### src/rtl/sertx_pkg.sv
package sertx_pkg;
  typedef enum logic [1:0] {
    CMD_NONE     = 2'b00,
    CMD_CLR_LOAD = 2'b01,
    CMD_LOAD     = 2'b10,
    CMD_RSVD     = 2'b11
  } cmd_e;
endpackage

### src/rtl/sertx_fifo.sv
module sertx_fifo #(
  parameter int DEPTH = 32,
  parameter int DW    = 8,
  parameter int CW    = $clog2(DEPTH + 1)
) (
  input  logic          clk_i,
  input  logic          rst_ni,
  input  logic          clear_i,
  input  logic          wr_i,
  input  logic [DW-1:0] wdata_i,
  input  logic          pop_i,
  output logic [DW-1:0] rdata_o,
  output logic [CW-1:0] level_o,
  output logic [CW-1:0] level_nxt_o,
  output logic          empty_o,
  output logic          ovf_o
);
  localparam int AW = (DEPTH > 1) ? $clog2(DEPTH) : 1;

  logic [DW-1:0] mem_q [DEPTH];
  logic [AW-1:0] wptr_q, wptr_d, rptr_q, rptr_d;
  logic [CW-1:0] level_q, level_d;
  logic          ovf_q, ovf_d;
  logic          full, push;

  assign full    = (level_q == CW'(DEPTH));
  assign push    = wr_i & ~clear_i & ~full;
  assign empty_o = (level_q == '0);
  assign rdata_o = mem_q[rptr_q];

  always_comb begin
    wptr_d  = wptr_q;
    rptr_d  = rptr_q;
    level_d = level_q + CW'(push) - CW'(pop_i);
    ovf_d   = ovf_q | (wr_i & full);
    if (push) wptr_d = (wptr_q == AW'(DEPTH - 1)) ? '0 : wptr_q + AW'(1);
    if (pop_i) rptr_d = (rptr_q == AW'(DEPTH - 1)) ? '0 : rptr_q + AW'(1);
    if (clear_i) begin
      wptr_d  = '0;
      rptr_d  = '0;
      level_d = '0;
      ovf_d   = 1'b0;
    end
  end

  always_ff @(posedge clk_i or negedge rst_ni) begin
    if (!rst_ni) begin
      wptr_q  <= '0;
      rptr_q  <= '0;
      level_q <= '0;
      ovf_q   <= 1'b0;
    end else begin
      wptr_q  <= wptr_d;
      rptr_q  <= rptr_d;
      level_q <= level_d;
      ovf_q   <= ovf_d;
    end
  end

  always_ff @(posedge clk_i) begin
    if (push) mem_q[wptr_q] <= wdata_i;
  end

  assign level_o     = level_q;
  assign level_nxt_o = level_d;
  assign ovf_o       = ovf_q;


  level_bound_chk: assert property (@(posedge clk_i) disable iff (!rst_ni)
    level_q <= CW'(DEPTH));

  full_write_ovf_chk: assert property (@(posedge clk_i) disable iff (!rst_ni)
    (wr_i && !clear_i && full) |=> ovf_q);
endmodule

### src/rtl/sertx_level.sv
module sertx_level #(
  parameter int TW = 6,
  parameter int CW = 6
) (
  input  logic          clk_i,
  input  logic          rst_ni,
  input  logic          clear_i,
  input  logic          ld_i,
  input  logic [TW-1:0] thr_i,
  input  logic          pop_i,
  input  logic [CW-1:0] level_nxt_i,
  input  logic          txe_i,
  input  logic          hold_i,
  output logic          irq_o,
  output logic          halt_o
);
  logic [TW-1:0] thr_q, thr_d;
  logic          armed_q, armed_d, halt_q, halt_d, irq_q, irq_d;
  logic          at_or_below, fire;

  assign at_or_below = int'(level_nxt_i) <= int'(thr_q);
  assign fire        = armed_q & pop_i & at_or_below;

  always_comb begin
    thr_d   = ld_i ? thr_i : thr_q;
    irq_d   = fire;
    armed_d = ~at_or_below | (armed_q & ~fire);
    halt_d  = halt_q | (hold_i & pop_i & at_or_below);
    if (clear_i) armed_d = 1'b0;
    if (clear_i || !txe_i) halt_d = 1'b0;
  end

  always_ff @(posedge clk_i or negedge rst_ni) begin
    if (!rst_ni) begin
      thr_q   <= '0;
      armed_q <= 1'b0;
      halt_q  <= 1'b0;
      irq_q   <= 1'b0;
    end else begin
      thr_q   <= thr_d;
      armed_q <= armed_d;
      halt_q  <= halt_d;
      irq_q   <= irq_d;
    end
  end

  assign irq_o  = irq_q;
  assign halt_o = halt_q;


  irq_pulse_chk: assert property (@(posedge clk_i) disable iff (!rst_ni)
    irq_q |=> !irq_q);

  halt_nopop_chk: assert property (@(posedge clk_i) disable iff (!rst_ni)
    halt_q |-> !pop_i);
endmodule

### src/rtl/sertx_shift.sv
module sertx_shift #(
  parameter int DW   = 8,
  parameter int HALF = 2
) (
  input  logic          clk_i,
  input  logic          rst_ni,
  input  logic          txe_i,
  input  logic          push_i,
  input  logic [DW-1:0] push_data_i,
  output logic          ready_o,
  output logic          tbemp_o,
  output logic          active_o,
  output logic          sclk_o,
  output logic          sd_o
);
  localparam int HW = (HALF > 1) ? $clog2(HALF) : 1;
  localparam int BW = (DW > 1) ? $clog2(DW) : 1;

  logic          a_v_q, a_v_d, b_v_q, b_v_d;
  logic [DW-1:0] a_q, a_d, b_q, b_d, sh_q, sh_d;
  logic          busy_q, busy_d, sclk_q, sclk_d;
  logic [HW-1:0] hcnt_q, hcnt_d;
  logic [BW-1:0] bcnt_q, bcnt_d;
  logic          load, b_move, tick;

  assign load    = ~busy_q & b_v_q & txe_i;
  assign b_move  = a_v_q & (~b_v_q | load);
  assign ready_o = ~a_v_q | b_move;
  assign tick    = (hcnt_q == HW'(HALF - 1));

  always_comb begin
    a_v_d = a_v_q;  a_d = a_q;
    b_v_d = b_v_q;  b_d = b_q;
    if (b_move) begin
      b_v_d = 1'b1;  b_d = a_q;
    end else if (load) begin
      b_v_d = 1'b0;
    end
    if (push_i) begin
      a_v_d = 1'b1;  a_d = push_data_i;
    end else if (b_move) begin
      a_v_d = 1'b0;
    end
  end

  always_comb begin
    sh_d = sh_q;  busy_d = busy_q;  sclk_d = sclk_q;
    hcnt_d = hcnt_q;  bcnt_d = bcnt_q;
    if (load) begin
      sh_d = b_q;  busy_d = 1'b1;  sclk_d = 1'b0;
      hcnt_d = '0;  bcnt_d = '0;
    end else if (busy_q) begin
      if (!tick) begin
        hcnt_d = hcnt_q + HW'(1);
      end else begin
        hcnt_d = '0;
        if (!sclk_q) begin
          sclk_d = 1'b1;
        end else if (bcnt_q == BW'(DW - 1)) begin
          busy_d = 1'b0;
        end else begin
          bcnt_d = bcnt_q + BW'(1);
          sclk_d = 1'b0;
          sh_d   = {sh_q[DW-2:0], 1'b0};
        end
      end
    end
  end

  always_ff @(posedge clk_i or negedge rst_ni) begin
    if (!rst_ni) begin
      a_v_q <= 1'b0;  a_q <= '0;
      b_v_q <= 1'b0;  b_q <= '0;
      sh_q <= '0;  busy_q <= 1'b0;  sclk_q <= 1'b1;
      hcnt_q <= '0;  bcnt_q <= '0;
    end else begin
      a_v_q <= a_v_d;  a_q <= a_d;
      b_v_q <= b_v_d;  b_q <= b_d;
      sh_q <= sh_d;  busy_q <= busy_d;  sclk_q <= sclk_d;
      hcnt_q <= hcnt_d;  bcnt_q <= bcnt_d;
    end
  end

  assign tbemp_o  = ~a_v_q;
  assign active_o = busy_q | a_v_q | b_v_q;
  assign sclk_o   = sclk_q;
  assign sd_o     = sh_q[DW-1];


  sclk_idle_chk: assert property (@(posedge clk_i) disable iff (!rst_ni)
    !busy_q |-> sclk_q);

  data_hold_chk: assert property (@(posedge clk_i) disable iff (!rst_ni)
    $rose(sclk_q) |-> $stable(sh_q[DW-1]));

  no_start_chk: assert property (@(posedge clk_i) disable iff (!rst_ni)
    (!txe_i && !busy_q) |=> !busy_q);

  stage_fill_chk: assert property (@(posedge clk_i) disable iff (!rst_ni)
    push_i |=> !tbemp_o);
endmodule

### src/rtl/sertx_queue_top.sv
module sertx_queue_top
  import sertx_pkg::*;
#(
  parameter int DEPTH = 32,
  parameter int DW    = 8,
  parameter int TW    = 6,
  parameter int HALF  = 2,
  localparam int CW   = $clog2(DEPTH + 1)
) (
  input  logic          clk_i,
  input  logic          rst_ni,
  input  logic          wr_en_i,
  input  logic [DW-1:0] wr_data_i,
  input  logic [1:0]    cmd_i,
  input  logic [TW-1:0] thr_i,
  input  logic          txe_i,
  input  logic          hold_i,
  output logic          irq_o,
  output logic          tbemp_o,
  output logic          ovf_o,
  output logic [CW-1:0] level_o,
  output logic          active_o,
  output logic          sclk_o,
  output logic          sd_o
);
  cmd_e          cmd;
  logic          clear, ld, pop, empty, halt, ready;
  logic [DW-1:0] head;
  logic [CW-1:0] level_nxt;

  assign cmd   = cmd_e'(cmd_i);
  assign clear = (cmd == CMD_CLR_LOAD);
  assign ld    = clear | (cmd == CMD_LOAD);
  assign pop   = txe_i & ~halt & ~empty & ~clear & ready;

  sertx_fifo #(.DEPTH(DEPTH), .DW(DW), .CW(CW)) u_fifo (
    .clk_i(clk_i), .rst_ni(rst_ni), .clear_i(clear), .wr_i(wr_en_i),
    .wdata_i(wr_data_i), .pop_i(pop), .rdata_o(head), .level_o(level_o),
    .level_nxt_o(level_nxt), .empty_o(empty), .ovf_o(ovf_o)
  );

  sertx_level #(.TW(TW), .CW(CW)) u_level (
    .clk_i(clk_i), .rst_ni(rst_ni), .clear_i(clear), .ld_i(ld), .thr_i(thr_i),
    .pop_i(pop), .level_nxt_i(level_nxt), .txe_i(txe_i), .hold_i(hold_i),
    .irq_o(irq_o), .halt_o(halt)
  );

  sertx_shift #(.DW(DW), .HALF(HALF)) u_shift (
    .clk_i(clk_i), .rst_ni(rst_ni), .txe_i(txe_i), .push_i(pop),
    .push_data_i(head), .ready_o(ready), .tbemp_o(tbemp_o),
    .active_o(active_o), .sclk_o(sclk_o), .sd_o(sd_o)
  );
endmodule

### config.mk
export PLATFORM = sky130hd
export DESIGN_NAME = sertx_queue_top
export DESIGN_NICKNAME = d
export VERILOG_FILES = /design/src/rtl/sertx_pkg.sv /design/src/rtl/sertx_fifo.sv /design/src/rtl/sertx_level.sv /design/src/rtl/sertx_shift.sv /design/src/rtl/sertx_queue_top.sv
export SDC_FILE = /design/constraint.sdc
export NUM_CORES = 1
export LEC_CHECK = 0
export ABC_AREA = 1
export BUFFER_PORTS_ARGS = -buffer_cell sky130_fd_sc_hd__buf_2
export CAP_MARGIN = 20
export CORE_ASPECT_RATIO = 2
export CORE_MARGIN = 1
export CORE_UTILIZATION = 55
export CTS_BUF_LIST = sky130_fd_sc_hd__clkbuf_4 sky130_fd_sc_hd__clkbuf_8
export CTS_CLUSTER_SIZE = 40
export DETAILED_ROUTE_END_ITERATION = 8
export HOLD_SLACK_MARGIN = 0.12
export PLACE_DENSITY = 0.72
export SKIP_CTS_REPAIR_TIMING = 1
export SKIP_LAST_GASP = 1
export SYNTH_ARGS = -nofsm -noshare
export SYNTH_HDL_FRONTEND = slang
export SYNTH_SLANG_ARGS = --single-unit
### constraint.sdc
create_clock -name clk_i -period 6.3 [get_ports clk_i]
set_input_delay 0.945 -clock clk_i [delete_from_list [all_inputs] [get_ports clk_i]]
set_output_delay 0.945 -clock clk_i [all_outputs]
set_load 0.05 [all_outputs]
# ---- Word level (Yosys, flattened, before mapping)
# Memories as Yosys holds them, arrays and structs flattened. A register that Yosys moved wholly into a read port is not among the register bits.
# Index checks and enable logic that the tools add are counted.
# Widths: inputs -> output; s select.
dict set report totals {
  reg_bits 50
  mem_bits_rw 256
  inputBits 21
  output_inout_bits 12
  elab_cells 115
  n_memories 1
}
# memory depth width rd rd_clocked_by_memory_dff write_ports line
set mem_list {}
lappend mem_list {u_fifo.mem_q 32 8 1 1 1 sertx_fifo.sv:20} ;# logic [DW-1:0] mem_q [DEPTH];
dict set report classes {
  n_addsub 6
  order_cmp 1
  eq_ne 7
  muxes 39
  n_bitwise 32
  reduce_logical 13
}
# operator n
set ops {}
lappend ops {{$mux 8} 5}
lappend ops {{$mux 5} 6}
lappend ops {{$mux 1} 22}
lappend ops {{$and 1x1->1} 15}
lappend ops {{$mux 3} 5}
lappend ops {{$reduce_bool 2->1} 7}
lappend ops {{$add 5x1->5 const B} 2}
lappend ops {{$eq 5x5->1 const B} 2}
lappend ops {{$not 1->1} 9}
lappend ops {{$or 1x1->1} 8}
lappend ops {{$add 6x1->6} 1}
lappend ops {{$eq 6x6->1 const B} 1}
lappend ops {{$le 6x6->1} 1}
lappend ops {{$logic_not 6->1} 1}
lappend ops {{$mux 6} 1}
lappend ops {{$sub 6x1->6} 1}
lappend ops {{$reduce_and 4->1} 1}
lappend ops {{$add 3x1->3 const B} 1}
lappend ops {{$eq 3x3->1 const B} 1}
lappend ops {{$eq 2x1->1 const B} 1}
lappend ops {{$eq 2x2->1 const B} 1}
lappend ops {{$logic_not 1->1} 2}
lappend ops {{$ne 2x1->1 const B} 1}
lappend ops {{$reduce_and 2->1} 1}
lappend ops {{2 further kinds} 2}

# ---- Depth between registers and ports, before layout
# Gate-level depths: netlist of the first run.
dict set report logic_depth {
  depth_word 15
  depth_mapped 26
  mapped_depth_nobuf 25
}

# ---- Hierarchy
# A second synthesis of the first run with hierarchy kept.
dict set report unflattened {
  hier_cells 1266
  hier_area_um2 13583.0
}
# mod instances cells_per_inst area_per_inst_um2 seq_area_each_um2
set by_module_without_submodules {}
lappend by_module_without_submodules {sertx_fifo 1 1031 11602.4 8112.8}
lappend by_module_without_submodules {sertx_shift 1 166 1426.4 802.0}
lappend by_module_without_submodules {sertx_level 1 61 513.0 225.2}
lappend by_module_without_submodules {sertx_queue_top 1 8 41.3 0.0}

# ---- Worst setup path after synthesis of the first run
# No wires, ideal clock.
dict set report synth_path {
  path_type {in2reg}
  start {input cmd_i[1]}
  end {register u_level.halt_q (netlist: u_level.halt_o)}
  setup_time_ps 72
  arrival_ps 4224
  required_time_ps 6228
  path_slack_ps 2005
  stages 26
  path_buffers 1
  path_cell_list {inv_1 ha_1 inv_1 nand2_1 nor2_1 nand3_2 inv_1 buf_2 ha_1 inv_1 ha_1 inv_1 fa_1 or2_2 nand2_1 a21oi_1 xor2_1 nor2_1 ha_1 nand2_1 nor2_1 o21ai_0 nand2_1 o21ai_0 a21oi_1 nor2_1}
}
dict set report synth_via {
  word_cells_on_any_way 15
  classes_between {add/sub (2); order compare (1); eq/ne (1); mux (2); bitwise (8); reduce/logical (1)}
}
# item line
set synth_lines {}
lappend synth_lines {{from (decl)} sertx_queue_top.sv:14} ;# input logic [1:0] cmd_i,
lappend synth_lines {{$eq 2x1->1} sertx_queue_top.sv:32} ;# assign clear = (cmd == CMD_CLR_LOAD);
lappend synth_lines {{$not 1->1} sertx_queue_top.sv:34} ;# assign pop = txe_i & ~halt & ~empty & ~clear & ready;
lappend synth_lines {{$and 1x1->1 (2 in a row)} sertx_queue_top.sv:34}
lappend synth_lines {{net pop} sertx_queue_top.sv:27} ;# logic clear, ld, pop, empty, halt, ready;
lappend synth_lines {{$sub 6x1->6} sertx_fifo.sv:34} ;# level_d = level_q + CW'(push) - CW'(pop_i);
lappend synth_lines {{$mux 6} sertx_fifo.sv:38} ;# if (clear_i) begin
lappend synth_lines {{net level_nxt[4]} sertx_queue_top.sv:29} ;# logic [CW-1:0] level_nxt;
lappend synth_lines {{$le 6x6->1} sertx_level.sv:21} ;# assign at_or_below = int'(level_nxt_i) <= int'(thr_q);
lappend synth_lines {{$and 1x1->1} sertx_level.sv:28} ;# halt_d = halt_q | (hold_i & pop_i & at_or_below);
lappend synth_lines {{$or 1x1->1} sertx_level.sv:28}
lappend synth_lines {{$mux 1} sertx_level.sv:30} ;# if (clear_i || !txe_i) halt_d = 1'b0;
lappend synth_lines {{net u_level.halt_d} sertx_level.sv:18} ;# logic armed_q, armed_d, halt_q, halt_d, irq_q, irq_d;
lappend synth_lines {{to (signal assigned)} sertx_level.sv:42} ;# halt_q <= halt_d;
lappend synth_lines {{to (decl)} sertx_level.sv:18}
# The timed path passes the listed nets, and every way through them passes these cells.
# A chain may end at the register's enable or synchronous reset.

# ---- Final worst setup path of the first run
dict set report layout_path {
  start {input cmd_i[0]}
  end {register u_level.halt_q (netlist: u_level.halt_o)}
}
dict set report layout_via {
  elab_chain_len 11
  word_cells_on_any_way 15
  classes_between {add/sub (2); order compare (1); eq/ne (1); mux (2); bitwise (8); reduce/logical (1)}
}
# item line
set layout_rtl {}
lappend layout_rtl {{$eq 2x1->1 *} sertx_queue_top.sv:32}
lappend layout_rtl {{$not 1->1} {sertx_fifo.sv:27, sertx_queue_top.sv:34}}
lappend layout_rtl {{$and 1x1->1 (2 in a row)} sertx_fifo.sv:27} ;# assign push = wr_i & ~clear_i & ~full;
lappend layout_rtl {{$add 6x1->6} sertx_fifo.sv:34}
lappend layout_rtl {{$sub 6x1->6} sertx_fifo.sv:34}
lappend layout_rtl {{$mux 6 *} sertx_fifo.sv:38}
lappend layout_rtl {{net level_nxt[4]} sertx_queue_top.sv:29}
lappend layout_rtl {{$le 6x6->1 *} sertx_level.sv:21}
lappend layout_rtl {{$and 1x1->1 *} sertx_level.sv:28}
lappend layout_rtl {{$or 1x1->1 *} sertx_level.sv:28}
lappend layout_rtl {{$mux 1 *} sertx_level.sv:30}
lappend layout_rtl {{net u_level.halt_d} sertx_level.sv:18}
# Mark *: on every way through the listed nets, which the timed path passes. The rest lies on a longest branch.

==> results of run 1 <==
## worst max path at each step
stage / endpoint / slack (ns) / cells past startpoint
after floorplan: u_level.halt_o$_DFF_PN0_ / 2.00 / 26
after global placement: u_level.halt_o$_DFF_PN0_ / 0.83 / 25
after detailed placement: u_level.halt_o$_DFF_PN0_ / 0.73 / 25
after CTS: u_level.halt_o$_DFF_PN0_ / 1.30 / 25
after global routing: u_level.halt_o$_DFF_PN0_ / 0.88 / 25
final: u_level.halt_o$_DFF_PN0_ / 1.26 / 25
## per-stage QoR
| stage | hold slack, ns | setup WS, ns |
|---|---|---|
| global route | 0.516 | 0.880 |
| detailed placement | 0.474 | 0.732 |
| finish | 0.484 | 1.26 |
| floorplan | 0.445 | 2.00 |
| CTS | 0.490 | 1.30 |
| global placement | 0.466 | 0.827 |
## state kept, by name, summed over array words and instances (netlist names)
register         flops
u_fifo.rptr_q        5
u_level.armed_q      1
u_shift.b_q          8
u_fifo.mem_q       256
u_shift.hcnt_q       1
u_level.thr_q        6
u_shift.busy_q       1
u_shift.sclk_o       1
u_shift.b_v_q        1
u_level.irq_o        1
u_shift.a_v_q        1
u_fifo.ovf_o         1
u_fifo.wptr_q        5
u_shift.bcnt_q       3
u_shift.sh_q         8
u_shift.a_q          8
u_fifo.level_o       6
u_level.halt_o       1
## kinds of logic after synthesis
| group | Yosys count | synth area share, % |
|---|---|---|
| and+or+nand+nor | 712 | 21.1 |
| DFF | 314 | 67.4 |
| buffers and inverters | 148 | 5.00 |
| AOI/OAI and AO/OA | 84 | 3.27 |
| adders and majority gates | 26 | 2.45 |
| muxes | 7 | 0.581 |
| xor gates and xnor gates | 4 | 0.258 |
## layer usage
metal | part of all wire, % | global-route usage, % | routed length [um]
met4 | 6.7 | 16.0 | 1950
met2 | 54 | 44.1 | 15600
met3 | 3.6 | 2.62 | 1050
met5 | 0 | 0 | 0
met1 | 36 | 24.5 | 10400
## critical path, delay by kind of cell
family	cells	cell delay, ns
buf+inv	5	0.93
xor+xnor	1	0.15
simple gates	10	1.35
compound gates	4	0.76
fa+ha+maj	5	1.37
## cells in the mapped netlist
master | number | share of area (%)
a21oi_1 | 26 | 0.96
a31oi_1 | 2 | 0.092
and3_1 | 1 | 0.046
buf_1 | 1 | 0.028
buf_2 | 20 | 0.74
buf_4 | 10 | 0.55
buf_6 | 8 | 0.66
clkbuf_1 | 18 | 0.50
clkinv_1 | 3 | 0.083
dfrtp_1 | 57 | 11
dfstp_2 | 1 | 0.19
edfxtp_1 | 256 | 57
fa_1 | 1 | 0.15
ha_1 | 25 | 2.3
inv_1 | 84 | 2.3
inv_2 | 4 | 0.11
mux2_2 | 7 | 0.58
nand2_1 | 402 | 11
nand2_2 | 1 | 0.046
nand3_1 | 113 | 4.2
nand3_2 | 2 | 0.15
nand4_1 | 5 | 0.23
nor2_1 | 185 | 5.1
nor2_2 | 1 | 0.046
nor2_4 | 1 | 0.083
o211ai_1 | 3 | 0.17
o21a_1 | 2 | 0.11
o21ai_0 | 44 | 1.6
o21ai_1 | 2 | 0.074
o21bai_1 | 1 | 0.055
o22ai_1 | 4 | 0.18
or2_2 | 1 | 0.046
xnor2_1 | 1 | 0.065
xor2_1 | 3 | 0.19
## layout make-up
| type | instances | area, sq um |
|---|---|---|
| repair buffers | 39 | 225 |
| well taps | 290 | 363 |
| multi-input cells | 833 | 3750 |
| clock inverters | 17 | 130 |
| clock buffers | 54 | 674 |
| flip-flops and latches | 314 | 9140 |
| fillers | 1996 | 9700 |
| inverters | 91 | 342 |
## report_power, final
group | internal, uW | total, uW | switching, uW
sequential | 2430 | 2590 | 157
clock | 780 | 1490 | 712
combinational | 497 | 1680 | 1180
==> impl_metrics.env, run 1 <==
export IMPL_drt_initial_drc_count=588
export IMPL_max_slew_worst_pin_slew_ns=0.970
export IMPL_grt_pass1_vias=8696
export IMPL_crit_path_max_fanout=15
export IMPL_r2r_start="u_shift.busy_q$_DFF_PN0_"
export IMPL_fin_nets=1366
export IMPL_core_rowCount=81
export IMPL_grt_pass1_wl_um=45000
export IMPL_post_dp_hpwl_um=18600
export IMPL_crit_path_start_kind="input pin"
export IMPL_clock_skew_ns=0.0268
export IMPL_final_common_cell="nand2_1"
export IMPL_cts_root_buf="clkbuf_8"
export IMPL_core_area_sq_mm=0.0243
export IMPL_syn_area_per_cell_sq_um=10.5
export IMPL_gr_total_overflow=0
export IMPL_routedWlPerCell_um=17.7
export IMPL_syn_num_nets=1342
export IMPL_setup_viol=0
export IMPL_viasPerCell=5.40
export IMPL_finalWirelength_um=29000
export IMPL_max_freq_mhz=198
export IMPL_crit_type="in2reg"
export IMPL_drive_above_1_share_pct=9.12
export IMPL_yosys_register_bits=314
export IMPL_finalMaxSlewViolations=0
export IMPL_io_pins=33
export IMPL_end_kind="flop"
export IMPL_ir_drop_mv=0.165
export IMPL_cts_reportedPaths_clkPinSlew_ns=0.07
export IMPL_io_buffers=32
export IMPL_utilization_pct=60.1
export IMPL_min_period_ns=5.04
export IMPL_leakagePower_uw=0.00597
export IMPL_min_to="u_fifo.ovf_o$_DFF_PN0_"
export IMPL_relSlewSlack_pct=35.3
export IMPL_rsz0062_at_grt="no"
export IMPL_hp_start="u_fifo.ovf_o$_DFF_PN0_"
export IMPL_layout_common_cells="nand2_1 (402), edfxtp_1 (256), nor2_1 (185)"
export IMPL_worstPathArrival_ns=5.51
export IMPL_rr_endpoint="u_level.halt_o$_DFF_PN0_"
export IMPL_die_x_um=113
export IMPL_final_setup_tns_ns=0
export IMPL_drt_pass1_iterations=5
export IMPL_drc_errors=0
export IMPL_htree_levels=2
export IMPL_vias=8840
export IMPL_status="finished clean"
export IMPL_rr_worst_depth=23
export IMPL_required_ns=6.77
export IMPL_cts_buffers=40
export IMPL_ys_warn_count=0
export IMPL_initial_utilization_pct=55.8
export IMPL_final_cell_area_sq_mm=0.0146
export IMPL_critPathSlowestCell="o21ai_0"
export IMPL_critPathMaxStageDelay_ns=0.49
export IMPL_clk_latency_ns=0.55
export IMPL_synthToLayoutAreaGrowth_pct=7.81
export IMPL_drv_cap=0
export IMPL_postRouteAntennaNets=0
export IMPL_ff2ff_setup_slack_ns=1.52
export IMPL_grt_max_degree=96
export IMPL_ys_types=34
export IMPL_fin_crit_sh_pct=80.1
export IMPL_seq_area_frac_synth_pct=67.4
export IMPL_cts_sinks=314
export IMPL_power_uw=5760
export IMPL_placed_cell_area_sq_mm=0.0138
export IMPL_clockBufferDepth=3
export IMPL_critPathLaunch="cmd_i[0]"
export IMPL_hold_viol_final=0
export IMPL_antenna_cells=0
export IMPL_min_path_cells=1
export IMPL_place_congestion=0.854
export IMPL_powerDensity_mw_per_mm2=394
export IMPL_die_h_um=224
export IMPL_cts_tree="yes"
export IMPL_dp_cells=1567
export IMPL_grt_usage_pct=23.7
export IMPL_antenna_found_initial=0
export IMPL_hold_path_class="reg2reg"
export IMPL_die_area_sq_mm=0.0253
export IMPL_final_cells=1638
export IMPL_syn_area_sq_mm=0.0136
export IMPL_synthesis_instances=1295
No activity file was read; power rests on OpenSTA's default activity.
==> run 2: changes to the inputs <==
- ABC_AREA: 1 -> 0
- PLACE_DENSITY: 0.72 -> 0.75
- clock period: 6.3 -> 4.2 ns (I/O delays scaled with it)
==> impl_metrics.env, run 2 <==
export IMPL_io_buffers=32
export IMPL_worstPathCellList="inv_1 > ha_1 > a311o_1 > nand2b_4 > inv_2 > ha_1 > inv_1 > ha_1 > inv_1 > fa_1 > inv_1 > a21oi_1 > o21bai_1 > xnor2_1 > nor2_1 > ha_1 > nand4_1 > a21oi_1 > a211oi_1 > or2_2 > and3_1"
export IMPL_ys_warn_count=0
export IMPL_clk_latency_ns=0.55
export IMPL_fin_crit_sh_pct=92.5
export IMPL_yosys_register_bits=314
export IMPL_viasPerCell=6.25
export IMPL_status="finished clean"
export IMPL_synthesis_instances=749
export IMPL_dp_slack_ns=-0.0907
export IMPL_cts_root_buf="clkbuf_8"
export IMPL_crit_type="reg2reg"
export IMPL_required_ns=4.64
export IMPL_post_dp_hpwl_um=18200
export IMPL_intPower_uw=5780
export IMPL_ys_flop_type="edfxtp_1"
export IMPL_regMostFlops="u_fifo.mem_q"
export IMPL_max_freq_mhz=257
export IMPL_synthToLayoutAreaGrowth_pct=9.70
export IMPL_ir_drop_mv=0.640
export IMPL_final_common_cell="edfxtp_1"
export IMPL_initial_utilization_pct=56.3
export IMPL_min_period_ns=3.89
export IMPL_pwr_share_comb_pct=24.6
export IMPL_clockBufferDepth=3
export IMPL_critPathLaunch="u_fifo.level_o[2]$_DFF_PN0_"
export IMPL_grt_pass1_vias=7366
export IMPL_r2r_start="u_fifo.level_o[2]$_DFF_PN0_"
export IMPL_cts_reportedPaths_clkPinSlew_ns=0.07
export IMPL_crit_family="adder cells"
export IMPL_hold_path_class="in2async"
export IMPL_hold_viol_final=0
export IMPL_crit_path_start_kind="flop"
export IMPL_end_kind="flop"
export IMPL_finalWirelength_um=27400
export IMPL_cts_buffers=42
export IMPL_fin_ws_ns=0.314
export IMPL_postRouteAntennaNets=0
export IMPL_grt_usage_pct=24.1
export IMPL_yosysTopAreaCell="edfxtp_1"
export IMPL_drc_errors=0
export IMPL_vias=6944
export IMPL_synthTopCellsByCount="edfxtp_1 (256), dfrtp_1 (57), nor2_1 (56)"
export IMPL_yosysMostFrequentCell="edfxtp_1"
export IMPL_worstPathArrival_ns=4.32
export IMPL_die_area_sq_mm=0.0240
export IMPL_die_x_um=110
export IMPL_grt_pass1_wl_um=41400
export IMPL_clock_skew_ns=0.0109
export IMPL_synth_top_area_share_pct=59.8
export IMPL_place_congestion=0.885
export IMPL_drive_above_1_share_pct=22.0
export IMPL_drt_initial_drc_count=529
export IMPL_drt_pass1_iterations=6
export IMPL_cts_tree="yes"
export IMPL_io_pins=33
export IMPL_critPathSlowestCell="fa_1"
export IMPL_synth_edff_count=256
export IMPL_relSlewSlack_pct=28.5
export IMPL_htree_levels=2
export IMPL_routedWlPerCell_um=24.7
export IMPL_largest_register_ffs=256
export IMPL_dp_cells=1035
export IMPL_async_reset_ff_share_pct=18.5
export IMPL_syn_area_per_cell_sq_um=17.2
export IMPL_rsz0062_at_grt="no"
export IMPL_layout_common_cells="edfxtp_1 (256), nor2_1 (56), dfrtp_1 (55)"
export IMPL_grt_max_degree=51
export IMPL_drv_cap=0
export IMPL_final_cells=1111
export IMPL_syn_area_sq_mm=0.0129
export IMPL_gr_total_overflow=0
export IMPL_ys_types=52
export IMPL_clockPowerShare_pct=28.2
export IMPL_setup_viol=0
export IMPL_max_slew_worst_pin_slew_ns=1.07
export IMPL_finalMaxSlewViolations=0
export IMPL_leakagePower_uw=0.00489
export IMPL_core_area_sq_mm=0.0228
export IMPL_antenna_found_initial=0
export IMPL_powerDensity_mw_per_mm2=584
export IMPL_crit_path_max_fanout=3
export IMPL_path_buf_inv=5
export IMPL_seq_area_frac_synth_pct=71.1
export IMPL_seqPwrFrac_pct=47.3
export IMPL_die_h_um=218
export IMPL_antenna_cells=0
export IMPL_syn_num_nets=796
export IMPL_cts_sinks=314
export IMPL_sw_frac_of_total_pct=29.8
export IMPL_ys_top_cells_by_area="edfxtp_1 (60%), dfrtp_1 (11%), mux4_2 (8.4%), mux2i_1 (3.3%), ha_1 (2.4%)"
export IMPL_utilization_pct=61.7
export IMPL_fin_nets=846
export IMPL_p_sw_uw=2460
export IMPL_critPathMaxStageDelay_ns=0.40
export IMPL_core_rowCount=78
## run 2: cell types whose count changed in the layout (fill, tap and decap cells not counted), moves of 42 or more
| cell | before | now |
|---|---|---|
| nand2_1 | 402 | 25 |
| nor2_1 | 185 | 56 |
| nand3_1 | 113 | 12 |
| inv_1 | 84 | 26 |
| mux4_2 | 0 | 48 |
| mux2i_1 | 0 | 42 |
## run 2: logic make-up after synthesis
group / Yosys count / share of synthesized area (%)
AO/OA/AOI/OAI: 104 / 5.70
multiplexers: 105 / 13.0
XOR/XNOR: 4 / 0.273
buffers and inverters: 66 / 2.59
adder cells (fa/ha/maj): 26 / 2.59
flip-flops: 314 / 71.1
AND/OR/NAND/NOR: 130 / 4.73
## run 2: worst paths after layout
path                                           endpoint  slack (ns)  depth (start not counted)
max                             u_level.irq_o$_DFF_PN0_        0.31                         21
min                         u_fifo.level_o[3]$_DFF_PN0_        0.15                          1
max reg2reg                     u_level.irq_o$_DFF_PN0_        0.31                         21
min reg2reg                 u_shift.sh_q[1]$_DFFE_PN0P_        0.49                          2
max in group asynchronous    u_shift.sclk_o$_DFFE_PN1P_        3.19                          2
min in group clk_i         u_level.thr_q[3]$_DFFE_PN0P_        0.31                          2
## run 2: cell type report
type	count	area, sq um
inverters	28	105
fillers	1626	8740
multi-input cells	369	3390
flip-flops and latches	314	9150
clock buffers	51	652
well taps	280	350
clock inverters	25	193
repair buffers	44	263
## run 2: power groups by stage
stage | registers (uW) | logic, uW | clock network [uW]
finish | 3890 | 2020 | 2320
global route | 3940 | 2190 | 2470
floorplan | 3940 | 1540 | 0
CTS | 3900 | 2030 | 2350
detailed placement | 3970 | 2020 | 0
global placement | 3950 | 1940 | 0
## run 2: through the flow
| step | area (sq um) | power (uW) | TNS, ns | hold WS [ns] |
|---|---|---|---|---|
| 3_5_place_dp | 13300 | 5990 | -0.178 | 0.470 |
| 4_1_cts | 14100 | 8280 | 0 | 0.164 |
| 3_3_place_gp | 13300 | 5890 | 0 | 0.463 |
| 2_1_floorplan | 12900 | 5480 | 0 | 0.334 |
| 5_1_grt | 14100 | 8610 | 0 | 0.208 |
| 6_report | 14100 | 8240 | 0 | 0.152 |
## run 2: per-layer routing
layer	up-vias	global-route usage [%]	wire (um)
met5	-	0	0
met2	275	44.4	15200
met4	0	15.4	1820
li1	3043	-	-
met1	3535	24.9	9130
met3	91	3.16	1250
==> run 3: changes to the inputs <==
- CTS_BUF_LIST: sky130_fd_sc_hd__clkbuf_4 sky130_fd_sc_hd__clkbuf_8 -> sky130_fd_sc_hd__clkbuf_8
- SYNTH_HIERARCHICAL: unset -> 1
==> impl_metrics.env, run 3 <==
export IMPL_status="finished clean"
export IMPL_critPathMaxStageDelay_ns=0.68
export IMPL_cts_buffers=42
export IMPL_powerDensity_mw_per_mm2=570
export IMPL_die_h_um=219
export IMPL_grt_max_degree=52
export IMPL_htree_levels=2
export IMPL_yosysTopAreaCell="edfxtp_1"
export IMPL_antenna_cells=0
export IMPL_synth_top_area_share_pct=59.4
export IMPL_ys_warn_count=6
export IMPL_core_rowCount=79
export IMPL_crit_path_start_kind="flop"
export IMPL_seq_area_frac_synth_pct=70.6
export IMPL_drc_errors=0
export IMPL_die_area_sq_mm=0.0242
export IMPL_gr_total_overflow=0
export IMPL_final_common_cell="edfxtp_1"
export IMPL_hold_slack_ns=0.312
export IMPL_ys_top_cells_by_area="edfxtp_1 (59%), dfrtp_1 (11%), mux2i_1 (5.9%), mux4_1 (3.2%), mux4_2 (2.8%)"
export IMPL_max_slew_worst_pin_slew_ns=0.924
export IMPL_ir_drop_mv=0.478
export IMPL_clock_skew_ns=0.0149
export IMPL_r2r_start="u_fifo/level_o[2]$_DFF_PN0_"
export IMPL_drt_pass1_iterations=5
export IMPL_largest_register_ffs=256
export IMPL_final_setup_tns_ns=0
export IMPL_fin_nets=869
export IMPL_grt_usage_pct=23.2
export IMPL_min_period_ns=3.92
export IMPL_worstPathCellList="inv_1 > ha_1 > nor4bb_1 > nor2_1 > and4b_1 > ha_1 > inv_1 > ha_1 > a21o_1 > a21oi_1 > o311ai_0 > ha_1 > nand4_1 > o21bai_1 > a31o_1 > and3_1"
export IMPL_grt_pass1_vias=7509
export IMPL_async_reset_ff_share_pct=18.5
export IMPL_required_ns=4.63
export IMPL_critPathMostFrequentCell="ha_1"
export IMPL_cts_root_buf="clkbuf_8"
export IMPL_cts_sinks=314
export IMPL_hp_start="thr_i[1]"
export IMPL_clockBufferDepth=3
export IMPL_setup_viol=0
export IMPL_ys_types=55
export IMPL_drt_initial_drc_count=602
export IMPL_drive_above_1_share_pct=17.1
export IMPL_fin_ws_ns=0.280
export IMPL_cts_tree="yes"
export IMPL_ys_flop_type="edfxtp_1"
export IMPL_drv_cap=0
export IMPL_layout_common_cells="edfxtp_1 (256), mux2i_1 (76), nor2_1 (61)"
export IMPL_postRouteAntennaNets=0
export IMPL_viasPerCell=6.10
export IMPL_initial_utilization_pct=56.0
export IMPL_vias=6907
export IMPL_place_congestion=0.896
export IMPL_synth_edff_count=256
export IMPL_yosysMostFrequentCell="edfxtp_1"
export IMPL_post_dp_hpwl_um=18600
export IMPL_critPathLaunch="u_fifo/level_o[2]$_DFF_PN0_"
export IMPL_ff2ff_setup_slack_ns=0.28
export IMPL_crit_path_max_fanout=3
export IMPL_relSlewSlack_pct=38.1
export IMPL_syn_area_per_cell_sq_um=16.9
export IMPL_cts_reportedPaths_clkPinSlew_ns=0.07
export IMPL_io_buffers=32
export IMPL_hold_path_class="in2reg"
export IMPL_crit_type="reg2reg"
export IMPL_regMostFlops="u_fifo/mem_q"
export IMPL_antenna_found_initial=0
export IMPL_worstPathArrival_ns=4.35
export IMPL_io_pins=33
export IMPL_clk_latency_ns=0.55
export IMPL_die_x_um=110
export IMPL_syn_num_nets=815
export IMPL_max_freq_mhz=255
export IMPL_synthToLayoutAreaGrowth_pct=9.36
export IMPL_grt_pass1_wl_um=41900
export IMPL_routedWlPerCell_um=23.8
export IMPL_finalMaxSlewViolations=0
export IMPL_syn_area_sq_mm=0.0129
export IMPL_rsz0062_at_grt="no"
export IMPL_synthTopCellsByCount="edfxtp_1 (256), mux2i_1 (76), nor2_1 (61)"
export IMPL_end_kind="flop"
export IMPL_critPathSlowestCell="o311ai_0"
export IMPL_num_fill_cells=1671
export IMPL_finalWirelength_um=27000
export IMPL_dp_slack_ns=0.296
export IMPL_hold_viol_final=0
export IMPL_core_area_sq_mm=0.0231
export IMPL_leakagePower_uw=0.00496
export IMPL_synthesis_instances=768
export IMPL_fin_crit_sh_pct=93.3
export IMPL_yosys_register_bits=314
-- run 3: worst paths after layout --
| kind | endpoint | cells after the start |
|---|---|---|
| setup / recovery | u_level/irq_o$_DFF_PN0_ | 16 |
| hold / removal | u_level/thr_q[1]$_DFFE_PN0P_ | 3 |
| setup reg to reg | u_level/irq_o$_DFF_PN0_ | 16 |
| hold reg to reg | u_shift/a_q[4]$_DFFE_PN0P_ | 1 |
| max in group asynchronous | u_fifo/rptr_q[2]$_DFFE_PN0P_ | 3 |
| min in group asynchronous | u_fifo/level_o[3]$_DFF_PN0_ | 2 |
-- run 3: layer usage --
metal	vias up	wire length [um]	GRT usage (%)
li1	3113	-	-
met1	3439	9050	23.5
met2	269	15200	44.4
met3	86	1190	2.76
met4	0	1610	14.8
met5	-	0	0
-- run 3: worst max-delay path, delay by kind of cell, from the launching register on --
kind,cells,cell delay (ns)
AOI/OAI and AO/OA,5,1.33
adders and majority gates,4,0.92
buffers and inverters,2,0.15
DFF,1,0.40
and+or+nand+nor,5,0.99
-- run 3: layout make-up --
type	instances	area, sq um	area share (%)
timing repair buffer	45	273	1.93
clock inverter	30	188	1.33
tap	283	354	2.50
multi-input combinational	397	3530	25.0
sequential	314	9150	64.6
clock buffer	42	578	4.08
inverter	22	82.6	0.584
-- run 3: logic make-up (layout without fill, tap and decap cells) --
family | count (synthesis) | after routing | synth area share [%]
AO/OA/AOI/OAI | 89 | 89 | 5.05
XOR/XNOR | 5 | 5 | 0.338
adder cells (fa/ha/maj) | 26 | 26 | 2.57
buffers and inverters | 57 | 139 | 2.08
flip-flops | 314 | 314 | 70.6
multiplexers | 127 | 127 | 13.6
AND/OR/NAND/NOR | 150 | 150 | 5.77
-- run 3: through the flow --
step	power, uW	area [sq um]	std cells	utilization, %
detailed placement	6000	13400	1060	57.8
floorplan	5380	12900	768	-
global route	8450	14200	1133	61.2
global placement	5880	13400	1060	57.8
finish	8070	14200	1133	61.2
CTS	8120	14100	1132	61.1
-- run 3: power breakdown --
| part | switching, uW | leakage, uW | internal (uW) | total (uW) |
|---|---|---|---|---|
| sequential | 213 | 0.00302 | 3650 | 3870 |
| combinational | 1230 | 0.00152 | 842 | 2070 |
| clock | 1070 | 0.000423 | 1060 | 2130 |
